File: src/rtl/vtg_pkg.sv
package vtg_pkg;

  typedef enum logic [2:0] {
    RG_VSYNC  = 3'd0,
    RG_VBACK  = 3'd1,
    RG_VFRONT = 3'd2,
    RG_HSYNC  = 3'd3,
    RG_HBACK  = 3'd4,
    RG_HFRONT = 3'd5,
    RG_PIXEL  = 3'd6
  } region_e;

  localparam logic [1:0] MODE_PULSE = 2'd0;
  localparam logic [1:0] MODE_EVENT = 2'd1;
  localparam logic [1:0] MODE_BURST = 2'd2;

  localparam int NUM_VSEG = 4;
  localparam int NUM_LP   = 6;

  typedef struct packed {
    logic clear;      // hold counters at frame origin
    logic load;       // capture configuration into shadow
    logic lineAdv;    // close the current line
    logic frameWrap;  // close the current frame
  } seq_ctl_t;

endpackage

File: src/rtl/vtg_ctrl.sv
module vtg_ctrl
  import vtg_pkg::*;
(
  input  logic     powerUp,
  input  logic     lineEnd,
  input  logic     frameEnd,
  output seq_ctl_t ctl
);

  logic lastCycle;

  assign lastCycle = lineEnd & frameEnd;

  always_comb begin
    ctl           = '0;
    ctl.clear     = ~powerUp;
    ctl.lineAdv   = powerUp & lineEnd;
    ctl.frameWrap = powerUp & lastCycle;
    ctl.load      = ~powerUp | lastCycle;
  end

endmodule

File: src/rtl/vtg_datapath.sv
module vtg_datapath
  import vtg_pkg::*;
#(
  parameter int H_W = 16,
  parameter int V_W = 12
) (
  input  logic           clk,
  input  logic           rstN,
  input  logic           powerUp,
  input  seq_ctl_t       ctl,
  input  logic [H_W-1:0] hsaCyc,
  input  logic [H_W-1:0] hbpCyc,
  input  logic [H_W-1:0] hactCyc,
  input  logic [H_W-1:0] hlineCyc,
  input  logic [V_W-1:0] vsaLines,
  input  logic [V_W-1:0] vbpLines,
  input  logic [V_W-1:0] vactLines,
  input  logic [V_W-1:0] vfpLines,
  input  logic [1:0]     modeSel,
  input  logic [5:0]     lpMask,
  output logic           lineEnd,
  output logic           frameEnd,
  output logic           syncStart,
  output logic           syncEnd,
  output logic [2:0]     region,
  output logic           activeWin,
  output logic           lpAllowed
);

  localparam int HE_W = H_W + 2;
  localparam int VE_W = V_W + 2;
  localparam logic [H_W-1:0]  H_ONE = {{(H_W-1){1'b0}}, 1'b1};
  localparam logic [VE_W-1:0] V_ONE = {{(VE_W-1){1'b0}}, 1'b1};

  // shadow configuration
  logic [H_W-1:0] sHsa, sHbp, sHact, sHline;
  logic [NUM_VSEG-1:0][V_W-1:0] sVLen, vLenIn;
  logic [1:0] sMode;
  logic [NUM_LP-1:0] sMask;

  // position counters
  logic [H_W-1:0]  hCnt;
  logic [VE_W-1:0] vCnt;

  // derived boundaries
  logic [H_W-1:0]  lineLast;
  logic [HE_W-1:0] hSyncEdge, hBackEdge, hActEdge, hCntW;
  logic [NUM_VSEG-1:0][VE_W-1:0] vEdge;
  logic [VE_W-1:0] vAcc, frameLast;

  region_e rg;
  logic    maskBit;

  assign vLenIn = {vfpLines, vactLines, vbpLines, vsaLines};

  always_ff @(posedge clk or negedge rstN) begin
    if (!rstN) begin
      sHsa   <= '0;
      sHbp   <= '0;
      sHact  <= '0;
      sHline <= '0;
      sVLen  <= '0;
      sMode  <= '0;
      sMask  <= '0;
    end else if (ctl.load) begin
      sHsa   <= hsaCyc;
      sHbp   <= hbpCyc;
      sHact  <= hactCyc;
      sHline <= hlineCyc;
      sVLen  <= vLenIn;
      sMode  <= modeSel;
      sMask  <= lpMask;
    end
  end

  always_ff @(posedge clk or negedge rstN) begin
    if (!rstN) begin
      hCnt <= '0;
      vCnt <= '0;
    end else if (ctl.clear) begin
      hCnt <= '0;
      vCnt <= '0;
    end else if (ctl.lineAdv) begin
      hCnt <= '0;
      vCnt <= ctl.frameWrap ? '0 : vCnt + V_ONE;
    end else begin
      hCnt <= hCnt + H_ONE;
    end
  end

  // horizontal boundaries, widened so overlong sums cannot wrap
  assign lineLast  = (sHline == '0) ? '0 : sHline - H_ONE;
  assign hSyncEdge = {2'b00, sHsa};
  assign hBackEdge = hSyncEdge + {2'b00, sHbp};
  assign hActEdge  = hBackEdge + {2'b00, sHact};
  assign hCntW     = {2'b00, hCnt};

  // cumulative vertical boundaries in frame order
  always_comb begin
    vAcc  = '0;
    vEdge = '0;
    for (int i = 0; i < NUM_VSEG; i++) begin
      vAcc     = vAcc + {2'b00, sVLen[i]};
      vEdge[i] = vAcc;
    end
  end

  assign frameLast = (vEdge[NUM_VSEG-1] == '0) ? '0 : vEdge[NUM_VSEG-1] - V_ONE;
  assign lineEnd   = (hCnt == lineLast);
  assign frameEnd  = (vCnt == frameLast);

  always_comb begin
    if (vCnt < vEdge[0])      rg = RG_VSYNC;
    else if (vCnt < vEdge[1]) rg = RG_VBACK;
    else if (vCnt < vEdge[2]) begin
      if (hCntW < hSyncEdge)      rg = RG_HSYNC;
      else if (hCntW < hBackEdge) rg = RG_HBACK;
      else if (hCntW < hActEdge)  rg = RG_PIXEL;
      else                        rg = RG_HFRONT;
    end else                  rg = RG_VFRONT;
  end

  always_comb begin
    case (rg)
      RG_VSYNC:  maskBit = sMask[0];
      RG_VBACK:  maskBit = sMask[1];
      RG_VFRONT: maskBit = sMask[2];
      RG_HSYNC:  maskBit = sMask[3];
      RG_HBACK:  maskBit = sMask[4];
      RG_HFRONT: maskBit = sMask[5] | (sMode == MODE_BURST);
      default:   maskBit = 1'b0;
    endcase
  end

  assign syncStart = powerUp & (hCnt == '0);
  assign syncEnd   = powerUp & (sMode == MODE_PULSE) & (hCntW == hSyncEdge);
  assign region    = powerUp ? rg : RG_VSYNC;
  assign activeWin = powerUp & (rg == RG_PIXEL);
  assign lpAllowed = powerUp & maskBit;

endmodule

File: src/rtl/vid_timing_seq.sv
module vid_timing_seq
  import vtg_pkg::*;
#(
  parameter int H_W = 16,
  parameter int V_W = 12
) (
  input  logic           clk,
  input  logic           rstN,
  input  logic           powerUp,
  input  logic [H_W-1:0] hsaCyc,
  input  logic [H_W-1:0] hbpCyc,
  input  logic [H_W-1:0] hactCyc,
  input  logic [H_W-1:0] hlineCyc,
  input  logic [V_W-1:0] vsaLines,
  input  logic [V_W-1:0] vbpLines,
  input  logic [V_W-1:0] vactLines,
  input  logic [V_W-1:0] vfpLines,
  input  logic [1:0]     modeSel,
  input  logic [5:0]     lpMask,
  output logic           syncStart,
  output logic           syncEnd,
  output logic [2:0]     region,
  output logic           activeWin,
  output logic           lpAllowed
);

  seq_ctl_t ctl;
  logic     lineEnd;
  logic     frameEnd;
  logic     cfgLoad;

  assign cfgLoad = ctl.load;

  vtg_ctrl u_ctrl (
    .powerUp  (powerUp),
    .lineEnd  (lineEnd),
    .frameEnd (frameEnd),
    .ctl      (ctl)
  );

  vtg_datapath #(.H_W(H_W), .V_W(V_W)) u_dp (
    .clk       (clk),
    .rstN      (rstN),
    .powerUp   (powerUp),
    .ctl       (ctl),
    .hsaCyc    (hsaCyc),
    .hbpCyc    (hbpCyc),
    .hactCyc   (hactCyc),
    .hlineCyc  (hlineCyc),
    .vsaLines  (vsaLines),
    .vbpLines  (vbpLines),
    .vactLines (vactLines),
    .vfpLines  (vfpLines),
    .modeSel   (modeSel),
    .lpMask    (lpMask),
    .lineEnd   (lineEnd),
    .frameEnd  (frameEnd),
    .syncStart (syncStart),
    .syncEnd   (syncEnd),
    .region    (region),
    .activeWin (activeWin),
    .lpAllowed (lpAllowed)
  );

endmodule

File: config.mk
export PLATFORM = sky130hd
export DESIGN_NAME = vid_timing_seq
export DESIGN_NICKNAME = d
export VERILOG_FILES = /design/src/rtl/vtg_pkg.sv /design/src/rtl/vtg_ctrl.sv /design/src/rtl/vtg_datapath.sv /design/src/rtl/vid_timing_seq.sv
export SDC_FILE = /design/constraint.sdc
export NUM_CORES = 1
export LEC_CHECK = 0
export ABC_AREA = 1
export BUFFER_PORTS_ARGS = -buffer_cell sky130_fd_sc_hd__buf_2
export CAP_MARGIN = 0
export CORE_ASPECT_RATIO = 2
export CORE_MARGIN = 3
export CORE_UTILIZATION = 55
export DETAILED_ROUTE_END_ITERATION = 8
export GPL_TIMING_DRIVEN = 1
export PLACE_DENSITY = 0.75
export SYNTH_ARGS = -nofsm -noshare
export SYNTH_HDL_FRONTEND = slang
export SYNTH_SLANG_ARGS = --single-unit
File: constraint.sdc
create_clock -name clk -period 17.6 [get_ports clk]
set_input_delay 3.52 -clock clk [delete_from_list [all_inputs] [get_ports clk]]
set_output_delay 3.52 -clock clk [all_outputs]
set_load 0.05 [all_outputs]
**Word-level counts from Yosys, hierarchy flattened**

Index checks and enable logic that the tools add are counted.

- Bits in read-only memories: 0
- Bits in latches: 0
- Input bits: 123
- Memories kept: 0
- Word-level logic and storage cells: 69
- Bits in writable memories: 0
- Register bits: 150
- Output and inout port bits: 7

- Shift operators: 0
- Multiplexer cells: 15
- Div/mod/pow operators: 0
- $mul: 0
- Equal/unequal tests: 11
- Add/subtract/negate cells: 9
- $lt $le $gt $ge: 6
- Bitwise logic cells: 11
- Reduce and logical (&&, ||, !) cells: 5

Operators by type and width:

| operator | count |
|---|---|
| two-way mux 14 bit | 4 |
| two-way mux 16 bit | 3 |
| less-than comparator 16 x 18 -> 1 bit | 2 |
| == test 16 bit | 2 |
| logical NOT 16 bit | 2 |
| adder 14 x 12 -> 14 bit | 2 |
| less-than comparator 14 bit | 2 |
| adder 18 x 16 -> 18 bit | 1 |
| two-way mux 3 bit | 6 |
| adder 16 x 16 -> 17 bit | 1 |
| adder 16 x 1 -> 16 bit (second input constant) | 1 |
| less-than comparator 16 bit | 1 |
| subtractor 16 x 1 -> 16 bit (second input constant) | 1 |
| adder 14 x 1 -> 14 bit (second input constant) | 1 |
| == test 14 bit | 1 |
| logical NOT 14 bit | 1 |
| less-than comparator 14 x 12 -> 1 bit | 1 |
| subtractor 14 x 1 -> 14 bit (second input constant) | 1 |
| adder 12 x 12 -> 13 bit | 1 |
| == test 3 bit (second input constant) | 3 |
| bitwise AND 1 bit | 8 |
| == test 3 x 2 -> 1 bit (second input constant) | 2 |
| case mux 1 bit (6 select lines) | 1 |
| == test 3 x 1 -> 1 bit (second input constant) | 1 |
| 7 further kinds | 8 |

**Depth between registers and ports, before layout**

Gate-level depths: netlist of run 1.

- Depth in word-level cells: 12
- Mapped depth: 42
- Gate-level depth less buffers: 42

**By module**

A second synthesis of run 1 with hierarchy kept.

- Cells, all modules: 1633
- Area, all modules: 12634.6 um^2

By module, submodules not included:

| module | area each (um^2) | instances | cells an instance |
|---|---|---|---|
| vtg_datapath | 12609.6 | 1 | 1627 |
| vtg_ctrl | 25.0 | 1 | 6 |

**Least setup slack after synthesis of run 1**

OpenSTA, ideal clock, no wires.

- Path type: input to output
- Start: input port powerUp
- End: output port syncStart
- Required time: 14080 ps
- Data arrival time: 5690 ps
- Slack: 8390 ps
- Buffers on the path: 2
- Cell stages on the path: 4
- Cells stage by stage: clkbuf_1 -> clkbuf_1 -> nand4_1 -> nor4_1

- Word-level cells in the longest chain between the ends: 1

RTL lines:

| element | RTL line | RTL |
|---|---|---|
| from (decl) | vid_timing_seq.sv:9 | `input logic powerUp,` |
| bitwise AND 1 bit | vtg_datapath.sv:135 | `assign syncStart = powerUp & (hCnt == '0);` |
| to (decl) | vid_timing_seq.sv:20 | `output logic syncStart,` |

Every way passes these cells.

**Final worst setup path of run 1**

- Start: register u_dp.sHsa[2]
- End: output port lpAllowed

- Word-level cells in the longest chain between the ends: 12
- Elaborated cells between the ends (all ways): 19

RTL lines:

| element | RTL line | RTL |
|---|---|---|
| from (decl) | vtg_datapath.sv:36 | `logic [H_W-1:0] sHsa, sHbp, sHact, sHline;` |
| from (signal assigned) | vtg_datapath.sv:66 | `sHsa <= hsaCyc;` |
| adder 16 x 16 -> 17 bit | vtg_datapath.sv:94 | `assign hBackEdge = hSyncEdge + {2'b00, sHbp};` |
| adder 18 x 16 -> 18 bit | vtg_datapath.sv:95 | `assign hActEdge = hBackEdge + {2'b00, sHact};` |
| less-than comparator 16 x 18 -> 1 bit | vtg_datapath.sv:118 | `else if (hCntW < hActEdge) rg = RG_PIXEL;` |
| two-way mux 2 bit | vtg_datapath.sv:118 |  |
| two-way mux 3 bit | vtg_datapath.sv:117 | `else if (hCntW < hBackEdge) rg = RG_HBACK;` |
| two-way mux 3 bit (*) | vtg_datapath.sv:116 | `if (hCntW < hSyncEdge) rg = RG_HSYNC;` |
| two-way mux 3 bit (*) | vtg_datapath.sv:115 | `else if (vCnt < vEdge[2]) begin` |
| two-way mux 3 bit (*) | vtg_datapath.sv:114 | `else if (vCnt < vEdge[1]) rg = RG_VBACK;` |
| two-way mux 3 bit (*) | vtg_datapath.sv:113 | `if (vCnt < vEdge[0]) rg = RG_VSYNC;` |
| == test 3 bit (tied with other cells) | vtg_datapath.sv:124 | `case (rg)` |
| case mux 1 bit (6 select lines) (*) | vtg_datapath.sv:124 |  |
| bitwise AND 1 bit (*) | vtg_datapath.sv:139 | `assign lpAllowed = powerUp & maskBit;` |
| to (decl) | vid_timing_seq.sv:24 | `output logic lpAllowed` |

Mark *: on every way between the ends. The rest lies on a longest branch, timed or not.

==> results of run 1 <==
## stage by stage
| step | hold WS [ns] | setup slack [ns] | std cells | cell area (sq um) |
|---|---|---|---|---|
| floorplan | 0.472 | 8.39 | 1956 | 13300 |
| global placement | 0.495 | 8.58 | 2330 | 14100 |
| detailed placement | 0.501 | 8.41 | 2330 | 14100 |
| CTS | 0.522 | 7.90 | 2362 | 14700 |
| global route | 0.530 | 7.33 | 2362 | 14700 |
| finish | 0.517 | 7.86 | 2362 | 14700 |
## synth_stat cells
master,count
inv_2,4
ha_1,159
o21bai_1,14
xor2_1,52
nand3b_1,7
o31ai_1,3
and3_1,1
nand2_1,658
buf_2,10
o221ai_1,4
o21ai_0,21
nor3_4,1
dfrtp_1,150
fa_1,5
buf_4,7
clkinv_1,1
clkbuf_1,8
a21oi_2,1
buf_1,12
a31oi_1,8
or2_2,1
a31o_2,3
nand4_4,1
a211oi_1,1
nor3_1,23
buf_6,10
o211ai_1,1
o21a_1,2
o2111ai_1,2
nor2_1,143
xnor2_1,23
a21oi_1,95
inv_1,240
nand3_2,2
a21o_1,3
nand2_2,3
nor2_2,1
nand3_1,225
nor4_1,3
a21boi_0,3
o31a_1,1
nand4_1,42
nor3b_1,2
## flip-flops by register name (all words and copies together), names as in the netlist
register	count
u_dp.sHact	16
u_dp.sVLen	48
u_dp.sMode	2
u_dp.vCnt	14
u_dp.sHline	16
u_dp.hCnt	16
u_dp.sHbp	16
u_dp.sHsa	16
u_dp.sMask	6
## tightest hold or removal path, delay by kind of cell, from the launching register on
kind | cells | cell delay (ns)
DFF | 1 | 0.35
and+or+nand+nor | 2 | 0.14
## worst max path at each step
stage                                  start        end  slack (ns)  cells after the start
floorplan                            powerUp  syncStart        8.39                      4
global placement    u_dp.sHsa[2]$_DFFE_PN0P_  lpAllowed        8.58                     41
detailed placement  u_dp.sHsa[2]$_DFFE_PN0P_  lpAllowed        8.41                     41
CTS                 u_dp.sHsa[2]$_DFFE_PN0P_  lpAllowed        7.90                     41
global route        u_dp.sHsa[2]$_DFFE_PN0P_  lpAllowed        7.33                     42
finish              u_dp.sHsa[2]$_DFFE_PN0P_  lpAllowed        7.86                     42
## cells by family after synthesis
group,Yosys count
buffers and inverters,292
flip-flops,150
adder cells (fa/ha/maj),164
AO/OA/AOI/OAI,162
XOR/XNOR,75
AND/OR/NAND/NOR,1113
## where the power goes
group | internal (W) | switching [W]
clock network | 0.000201 | 0.000166
logic | 0.000330 | 0.000615
registers | 0.000370 | 0.0000246
total | 0.000902 | 0.000805
## placed cells by master (no fill, tap or decap), types with 5 or more instances in the layout
cell type    n
nand2_1    658
inv_1      240
nand3_1    225
ha_1       159
dfrtp_1    150
nor2_1     143
buf_2      127
a21oi_1     95
xor2_1      52
nand4_1     42
xnor2_1     23
nor3_1      23
o21ai_0     21
clkbuf_16   17
o21bai_1    14
a31oi_1      8
nand3b_1     7
buf_4        6
fa_1         5
## final cells by class
cell class | count | share of cell area [%]
clock inverter | 14 | 0.963
clock buffer | 18 | 2.99
multi-input combinational | 1514 | 57.1
inverter | 245 | 6.26
tap | 287 | 2.45
sequential | 150 | 25.6
timing repair buffer | 134 | 4.71
## per-layer routing
layer	track usage, %	vias up	share of wire (%)
met2	57.4	341	55
met3	3.81	173	2.8
li1	-	6561	-
met1	26.4	6103	34
met4	24.6	0	9.1
met5	0	-	0
==> metrics.md, run 1 <==
| Metric | Value |
|---|---|
| Status | `finished, final reports clean` |
| HPWL after DPL | `31,000 um` |
| Largest net degree at the start of global routing | `80` |
| Reg2reg setup slack | `9.80 ns` |
| Final hold vios | `0` |
| Overall Global Routing Usage | `29.9%` |
| Syn Area/Cell | `6.82 sq um` |
| ANT nets after route | `0` |
| Synth Register Bits | `150` |
| Fill cells | `2,342` |
| Reg clk slew, reported paths | `0.06 ns` |
| Lkg Pwr | `8.30 nW` |
| Worst IR Drop VDD | `0.0000682 V` |
| Post-Syn Area | `13,300 sq um` |
| H-tree depth | `4` |
| Layout Skew | `0.0117 ns` |
| Worst r2r src | `u_dp.sVLen[2]$_DFFE_PN0P_` |
| WP buf/inv | `4` |
| Num CTS Buffers | `17` |
| RSZ-0062 raised after global routing | `false` |
| Cells after Synth | `1,956` |
| Resize count post-CTS | `0` |
| Period utilization | `55.3%` |
| Setup tns final | `0 ns` |
| Min Tclk post-route | `9.74 ns` |
| Sequential standard cell area | `3750 sq um` |
| Die area | `26,300 sq um` |
| Yosys Warn Count | `0` |
| Die W | `116 um` |
| Num ports | `130` |
| Worst hold start | `u_dp.sHline[0]$_DFFE_PN0P_` |
| WP data arrival | `6.22 ns` |
| Total core area | `23,800 sq um` |
| Hold Buf Count CTS | `0` |
| CTS sink cnt | `150` |
| Most area-consuming cells after synthesis | `dfrtp_1, nand2_1, ha_1` |
| PwrDens | `116 nW/um^2` |
| Vias in the first global route | `13,200` |
| Fin util | `61.6%` |
| Post-synthesis mux area share | `0%` |
| IO buf count | `129` |
| N_diodes | `0` |
| Share of cells above drive strength 1 | `8.82%` |
| Final setup violation count | `0` |
| FF-to-FF path depth | `35` |
| Cell mode on critical path | `nand2_1` |
| CP max stage cell | `dfrtp_1` |
| Top-area cell type share of the netlist area | `28.2%` |
| Post-Route WL | `38,800 um` |
| Total of max-cap violations | `0` |
| CP max stage delay | `0.39 ns` |
| Chip height | `226 um` |
| Syn Nets | `2,243` |
| Post-synthesis compound-gate area fraction | `6.97%` |
| Global route overflow | `0` |
| Detailed-route via count | `13,200` |
| Clock Path Buffers | `2` |
| Routed WL per cell | `16.4 um` |
| CTS tree | `built` |
| DRC | `0` |
| Reg2reg end | `u_dp.sHbp[0]$_DFFE_PN0P_` |
| Layout area overhead | `10.1%` |
| Hold depth | `2` |
| Power, Total | `0.00171 W` |
| Worst-Margin Slew | `0.922 ns` |
| Register area share after synthesis | `28.2%` |
| First-pass GRT wire length | `61,100 um` |
| Slew HR | `38.5%` |
| DRT Pass-1 Iters | `5` |
| Cell taking the most area after synthesis | `dfrtp_1` |
| Worst Hold End | `u_dp.sHline[0]$_DFFE_PN0P_` |
| XOR/XNOR Fraction of Synth Area | `4.93%` |
| DR vias/cell | `5.58` |
| CTS root buffer | `clkbuf_16` |
| Synth Area in Simple Gates | `35.2%` |
| Post-Synth Adder-Cell Area | `15.7%` |
| Worst skew pair latency | `0.45 ns` |
| Pins over their slew limit | `0` |
| Routability cong. | `0.982` |
| Starting Density | `56.0%` |
| Main combinational cell family by area after synthesis | `simple AND/OR/NAND/NOR gates` |
| Crit path capture type | `output pin` |
| Synth cell types | `43` |
| Crit path required time | `14.08 ns` |
| Row cnt | `80` |
| Nets | `2,349` |
| Initial antenna violation count | `0` |
| # Post-CTS Setup Buffers | `0` |
| WS Path Type | `reg -> out` |
| Cell family with most CP delay | `simple AND/OR/NAND/NOR gates` |
| Startpoint types | `flop` |
| Worst Path Max Fanout | `6` |
| Fmax | `103 MHz` |
| Initial drt markers | `715` |
| HP Class | `reg -> reg` |
| Multi-input gate area | `8380 sq um` |
Note: power is estimated with default switching activity, not from simulation.
==> run 2, diff against run 1 <==
Clock period 17.6 ns to 9.1 ns, I/O delays scaled along.
==> run 2 against run 1 <==
Effect of this change: critical path depth decreased by 4; via count decreased by 0.48%; count of clock-buffer cells in the layout unchanged; total power increased by 94%.
==> metrics.md, run 2 (synthesis gave the netlist of run 1 again) <==
| Metric | Value |
|---|---|
| Status | `finished, final reports clean` |
| Setup crit start | `u_dp.sHsa[2]$_DFFE_PN0P_` |
| Worst Path Max Fanout | `6` |
| Cell mode on critical path | `nand2_1` |
| Starting Density | `56.0%` |
| CP max stage delay | `0.40 ns` |
| Cell family with most CP delay | `compound AO/OA/AOI/OAI gates` |
| Fmax | `125 MHz` |
| Die W | `116 um` |
| Final Cell Area | `14,700 sq um` |
| IO buf count | `129` |
| Top reg by flops | `u_dp.sVLen` |
| WP data arrival | `6.20 ns` |
| Initial drt markers | `621` |
| Pins over their slew limit | `0` |
| DRT Pass-1 Iters | `7` |
| Min Tclk post-route | `8.02 ns` |
| Layout area overhead | `10.1%` |
| Hold Buf Count CTS | `0` |
| WP buf/inv | `4` |
| Total core area | `23,800 sq um` |
| Largest net degree at the start of global routing | `102` |
| Total of max-cap violations | `0` |
| Reg clk slew, reported paths | `0.07 ns` |
| CTS root buffer | `clkbuf_16` |
| HP Class | `reg -> reg` |
| # Post-CTS Setup Buffers | `0` |
| Fin util | `61.6%` |
| DR vias/cell | `5.55` |
| Placed cell area | `14,100 sq um` |
| Crit path required time | `7.28 ns` |
| N_diodes | `0` |
| Commonest non-fill, non-tap cell in the layout | `nand2_1` |
| Clock Path Buffers | `2` |
| Period utilization | `88.1%` |
| CTS sink cnt | `150` |
| Num ports | `130` |
| Num CTS Buffers | `17` |
| Max reg flops | `48` |
| Routed WL per cell | `16.6 um` |
| DRC | `0` |
| Crit path capture type | `output pin` |
| Initial antenna violation count | `0` |
| WS Path Type | `reg -> out` |
| Worst-Margin Slew | `0.974 ns` |
| ANT nets after route | `0` |
| Vias in the first global route | `12,800` |
| H-tree depth | `4` |
| CP max stage cell | `dfrtp_1` |
| CTS tree | `built` |
| Resize count post-CTS | `0` |
| RSZ-0062 raised after global routing | `false` |
| Overall Global Routing Usage | `30.3%` |
| First-pass GRT wire length | `61,500 um` |
| Die area | `26,300 sq um` |
| Worst r2r src | `u_dp.sVLen[0]$_DFFE_PN0P_` |
| Reg2reg setup slack | `1.65 ns` |
| Final hold vios | `0` |
| Worst hold start | `u_dp.sVLen[14]$_DFFE_PN0P_` |
| Global route overflow | `0` |
| Final setup violation count | `0` |
| Chip height | `226 um` |
| Most frequent cells in the layout | `nand2_1, inv_1, nand3_1, ha_1, dfrtp_1` |
| Worst IR Drop VDD | `0.000142 V` |
| PwrDens | `225 nW/um^2` |
| Worst skew pair latency | `0.46 ns` |
| Routability cong. | `1.01` |
| Startpoint types | `flop` |
| Layout Skew | `0.0124 ns` |
| Setup tns final | `0 ns` |
| Row cnt | `80` |
| Post-Route WL | `39,100 um` |
| HPWL after DPL | `31,100 um` |
| Lkg Pwr | `8.30 nW` |
| Detailed-route via count | `13,100` |
| Nets | `2,349` |
| Share of cells above drive strength 1 | `8.77%` |
| Slew HR | `35.1%` |
[run 2: metrics by stage]
stage               hold WS, ns  setup WS [ns]  total power (W)  instances
finish                    0.516           1.08          0.00331       2362
global route              0.539          0.512          0.00357       2362
CTS                       0.521           1.07          0.00329       2362
detailed placement        0.503           1.60          0.00259       2330
global placement          0.496           1.71          0.00254       2330
floorplan                 0.472           2.09          0.00213       1956
[run 2: layer usage]
layer | wire [um] | global-route usage (%) | vias to the layer above
met3 | 1230 | 4.40 | 164
met2 | 21700 | 58.7 | 358
met4 | 3190 | 22.4 | 0
met1 | 13000 | 27.1 | 6043
li1 | - | - | 6550
met5 | 0 | 0 | -
[run 2: tightest hold or removal path: stages (launching register included)]
cell	delay, ns
dfrtp_1	0.35
nand3_1	0.07
nand2_1	0.06
[run 2: final cells by class]
class                   count  area, sq um
clock buffers              18          429
clock inverters            14          128
fillers                  2332         9150
inverters                 245          920
multi-input cells        1514         8380
flip-flops and latches    150         3750
well taps                 287          359
repair buffers            134          704
[run 2: final timing paths]
kind | end | cells after the start
worst max-delay path | lpAllowed | 38
worst min-delay path | u_dp.sVLen[14]$_DFFE_PN0P_ | 2
worst max register to register | u_dp.sHsa[0]$_DFFE_PN0P_ | 36
worst min register to register | u_dp.sVLen[14]$_DFFE_PN0P_ | 2
max in group asynchronous | u_dp.sHbp[9]$_DFFE_PN0P_ | 2
min in group asynchronous | u_dp.sVLen[25]$_DFFE_PN0P_ | 1
[run 2: power by group]
part / switching, W / internal, W
clock: 0.000311 / 0.000377
sequential: 0.0000476 / 0.000716
combinational: 0.00121 / 0.000640
==> run 3, diff against run 2 <==
Settings changed: SYNTH_HIERARCHICAL set to 1, TNS_END_PERCENT set to 20.
==> run 3 against run 2 <==
Effect of this change: setup slack better by 0.024 ns; first-iteration DRC count is 1.8% lower; critical endpoint unchanged; clock power is 3.6% higher; largest cell class unchanged; sequential share of layout area is 0.93 points higher; critical path type unchanged; synthesized cell count is 17% lower; hold slack hardly changed.
==> metrics.md, run 3 <==
| Metric | Value |
|---|---|
| Top FF cell, synth | `dfrtp_1` |
| Pint | `0.00192 W` |
| H-tree depth | `4` |
| Asr flop ratio synth | `100%` |
| RSZ-0062 raised after global routing | `false` |
| Layout area overhead | `12.1%` |
| Syn Area/Cell | `7.74 sq um` |
| Final setup violation count | `0` |
| Routed WL per cell | `16.9 um` |
| Startpoint types | `flop` |
| Crit path capture type | `output pin` |
| Setup tns final | `0 ns` |
| Overall Global Routing Usage | `28.6%` |
| Worst Path Max Fanout | `5` |
| Total core area | `22,400 sq um` |
| Most common cell in the netlist | `nand2_1` |
| Sequential power share | `20.7%` |
| CTS sink cnt | `150` |
| Hold Buf Count CTS | `0` |
| Cell mode on critical path | `nand2_1` |
| CP max stage cell | `dfrtp_1` |
| Row cnt | `77` |
| Synth cell types | `55` |
| Final hold vios | `0` |
| Status | `finished, final reports clean` |
| Slew HR | `41.9%` |
| Post-Route WL | `34,700 um` |
| Max reg flops | `48` |
| Initial drt markers | `610` |
| Starting Density | `56.5%` |
| CTS tree | `built` |
| ANT nets after route | `0` |
| DRC | `0` |
| PwrDens | `259 nW/um^2` |
| Post-Syn Area | `12,600 sq um` |
| # Post-CTS Setup Buffers | `0` |
| Fin util | `63.3%` |
| Sw Ratio | `47.6%` |
| Vias in the first global route | `12,100` |
| Post-synth EDFFs | `0` |
| Psw | `0.00174 W` |
| HP Class | `reg -> reg` |
| WP data arrival | `6.17 ns` |
| Clk network pwr share | `19.5%` |
| Initial antenna violation count | `0` |
| Pins over their slew limit | `0` |
| Worst Slack Setup Final | `1.11 ns` |
| Clock Path Buffers | `2` |
| DR vias/cell | `5.60` |
| Top-area cell type share of the netlist area | `29.7%` |
| Fill cells | `2,018` |
| Die W | `113 um` |
| Num CTS Buffers | `17` |
| CTS root buffer | `clkbuf_16` |
| Min Tclk post-route | `7.99 ns` |
| Synth Register Bits | `150` |
| Cells after Synth | `1,633` |
| Commonest non-fill, non-tap cell in the layout | `nand2_1` |
| Crit path required time | `7.28 ns` |
| Cells after DPL | `2,018` |
| Register area share after synthesis | `29.7%` |
| Nets | `2,046` |
| Period utilization | `87.8%` |
| Global route overflow | `0` |
| Lkg Pwr | `7.47 nW` |
| DP Worst Slack | `1.67 ns` |
| Cell taking the most area after synthesis | `dfrtp_1` |
| Final Instance Count excl. Fillers | `2,050` |
| First-pass GRT wire length | `55,900 um` |
| WS Path Type | `reg -> out` |
| Most area-consuming cells after synthesis | `dfrtp_1, ha_1, nand2_1` |
| Fmax | `125 MHz` |
| Worst skew pair latency | `0.46 ns` |
| Worst IR Drop VDD | `0.000172 V` |
| Yosys Warn Count | `6` |
| Num ports | `130` |
| CP max stage delay | `0.39 ns` |
| Worst-Margin Slew | `0.871 ns` |
| Top reg by flops | `u_dp/sVLen` |
| Die area | `24,900 sq um` |
| Reg clk slew, reported paths | `0.07 ns` |
| DRT Pass-1 Iters | `5` |
| Resize count post-CTS | `0` |
| Layout Skew | `0.0138 ns` |
| Share of cells above drive strength 1 | `16.3%` |
| Most frequent cells in the layout | `nand2_1, inv_1, ha_1, dfrtp_1, buf_2` |
| Combinational share of power | `59.8%` |
| Most frequent cells after synthesis | `nand2_1, inv_1, ha_1` |
| N_diodes | `0` |
| Syn Nets | `1,918` |
| Routability cong. | `0.973` |
| Total of max-cap violations | `0` |
| IO buf count | `129` |
| Detailed-route via count | `11,500` |
| HPWL after DPL | `27,800 um` |
| Largest net degree at the start of global routing | `97` |
| Chip height | `220 um` |
[run 3: worst paths after layout]
check                                                start                         end  slack (ns)  depth (start not counted)
worst min-delay path             u_dp/sHbp[13]$_DFFE_PN0P_   u_dp/sHbp[13]$_DFFE_PN0P_        0.52                          1
worst max-delay path              u_dp/sHsa[2]$_DFFE_PN0P_                   lpAllowed        1.11                         42
max in group asynchronous                             rstN  u_dp/sVLen[40]$_DFFE_PN0P_        6.33                          2
worst max register to register  u_dp/sVLen[13]$_DFFE_PN0P_    u_dp/sHbp[0]$_DFFE_PN0P_        1.80                         39
min in group asynchronous                             rstN    u_dp/sHbp[3]$_DFFE_PN0P_        1.44                          1
worst min register to register   u_dp/sHbp[13]$_DFFE_PN0P_   u_dp/sHbp[13]$_DFFE_PN0P_        0.52                          1
[run 3: metal layers]
layer | vias up | part of all wire, % | wire [um] | GRT usage (%)
met3 | 152 | 3.3 | 1150 | 4.02
met4 | 0 | 8.1 | 2800 | 22.5
li1 | 5643 | - | - | -
met5 | - | 0 | 0 | 0
met1 | 5365 | 32 | 11200 | 24.9
met2 | 321 | 56 | 19500 | 56.6
[run 3: critical path: cells and delay by family (launching register included)]
kind                     cells  cell delay, ns
AO/OA/AOI/OAI                9            1.49
flip-flops                   1            0.39
XOR/XNOR                     1            0.07
adder cells (fa/ha/maj)      3            1.01
AND/OR/NAND/NOR             25            2.24
buffers and inverters        4            0.53
[run 3: kinds of logic (layout without fill, tap and decap cells)]
| logic type | count (synthesis) | in the layout | share of synthesized area (%) |
|---|---|---|---|
| xor gates and xnor gates | 81 | 81 | 6.06 |
| AOI/OAI and AO/OA | 265 | 265 | 11.7 |
| buffers and inverters | 293 | 434 | 8.79 |
| DFF | 150 | 150 | 29.7 |
| and+or+nand+nor | 614 | 614 | 21.4 |
| adders and majority gates | 162 | 162 | 16.3 |
| muxes | 68 | 68 | 6.06 |
[run 3: cell type report]
| class | instances | area [sq um] | area share [%] |
|---|---|---|---|
| clock buffers | 18 | 439 | 3.10 |
| clock inverters | 14 | 138 | 0.972 |
| inverters | 269 | 1010 | 7.13 |
| multi-input cells | 1190 | 7780 | 54.9 |
| flip-flops and latches | 150 | 3750 | 26.5 |
| well taps | 276 | 345 | 2.44 |
| repair buffers | 133 | 694 | 4.91 |
[run 3: stage by stage]
| stage | cell area (sq um) | power (W) | hold slack [ns] |
|---|---|---|---|
| 6_report | 14200 | 0.00366 | 0.516 |
| 5_1_grt | 14200 | 0.00398 | 0.530 |
| 3_3_place_gp | 13600 | 0.00289 | 0.493 |
| 4_1_cts | 14200 | 0.00368 | 0.518 |
| 2_1_floorplan | 12600 | 0.00246 | 0.481 |
| 3_5_place_dp | 13600 | 0.00295 | 0.501 |
[run 3: power by group through the flow]
stage | Sequential, W | Combinational (W) | Clock (W)
6_report | 0.000757 | 0.00219 | 0.000713
5_1_grt | 0.000763 | 0.00247 | 0.000750
4_1_cts | 0.000757 | 0.00219 | 0.000730
3_5_place_dp | 0.000769 | 0.00218 | 0
3_3_place_gp | 0.000766 | 0.00213 | 0
2_1_floorplan | 0.000755 | 0.00171 | 0
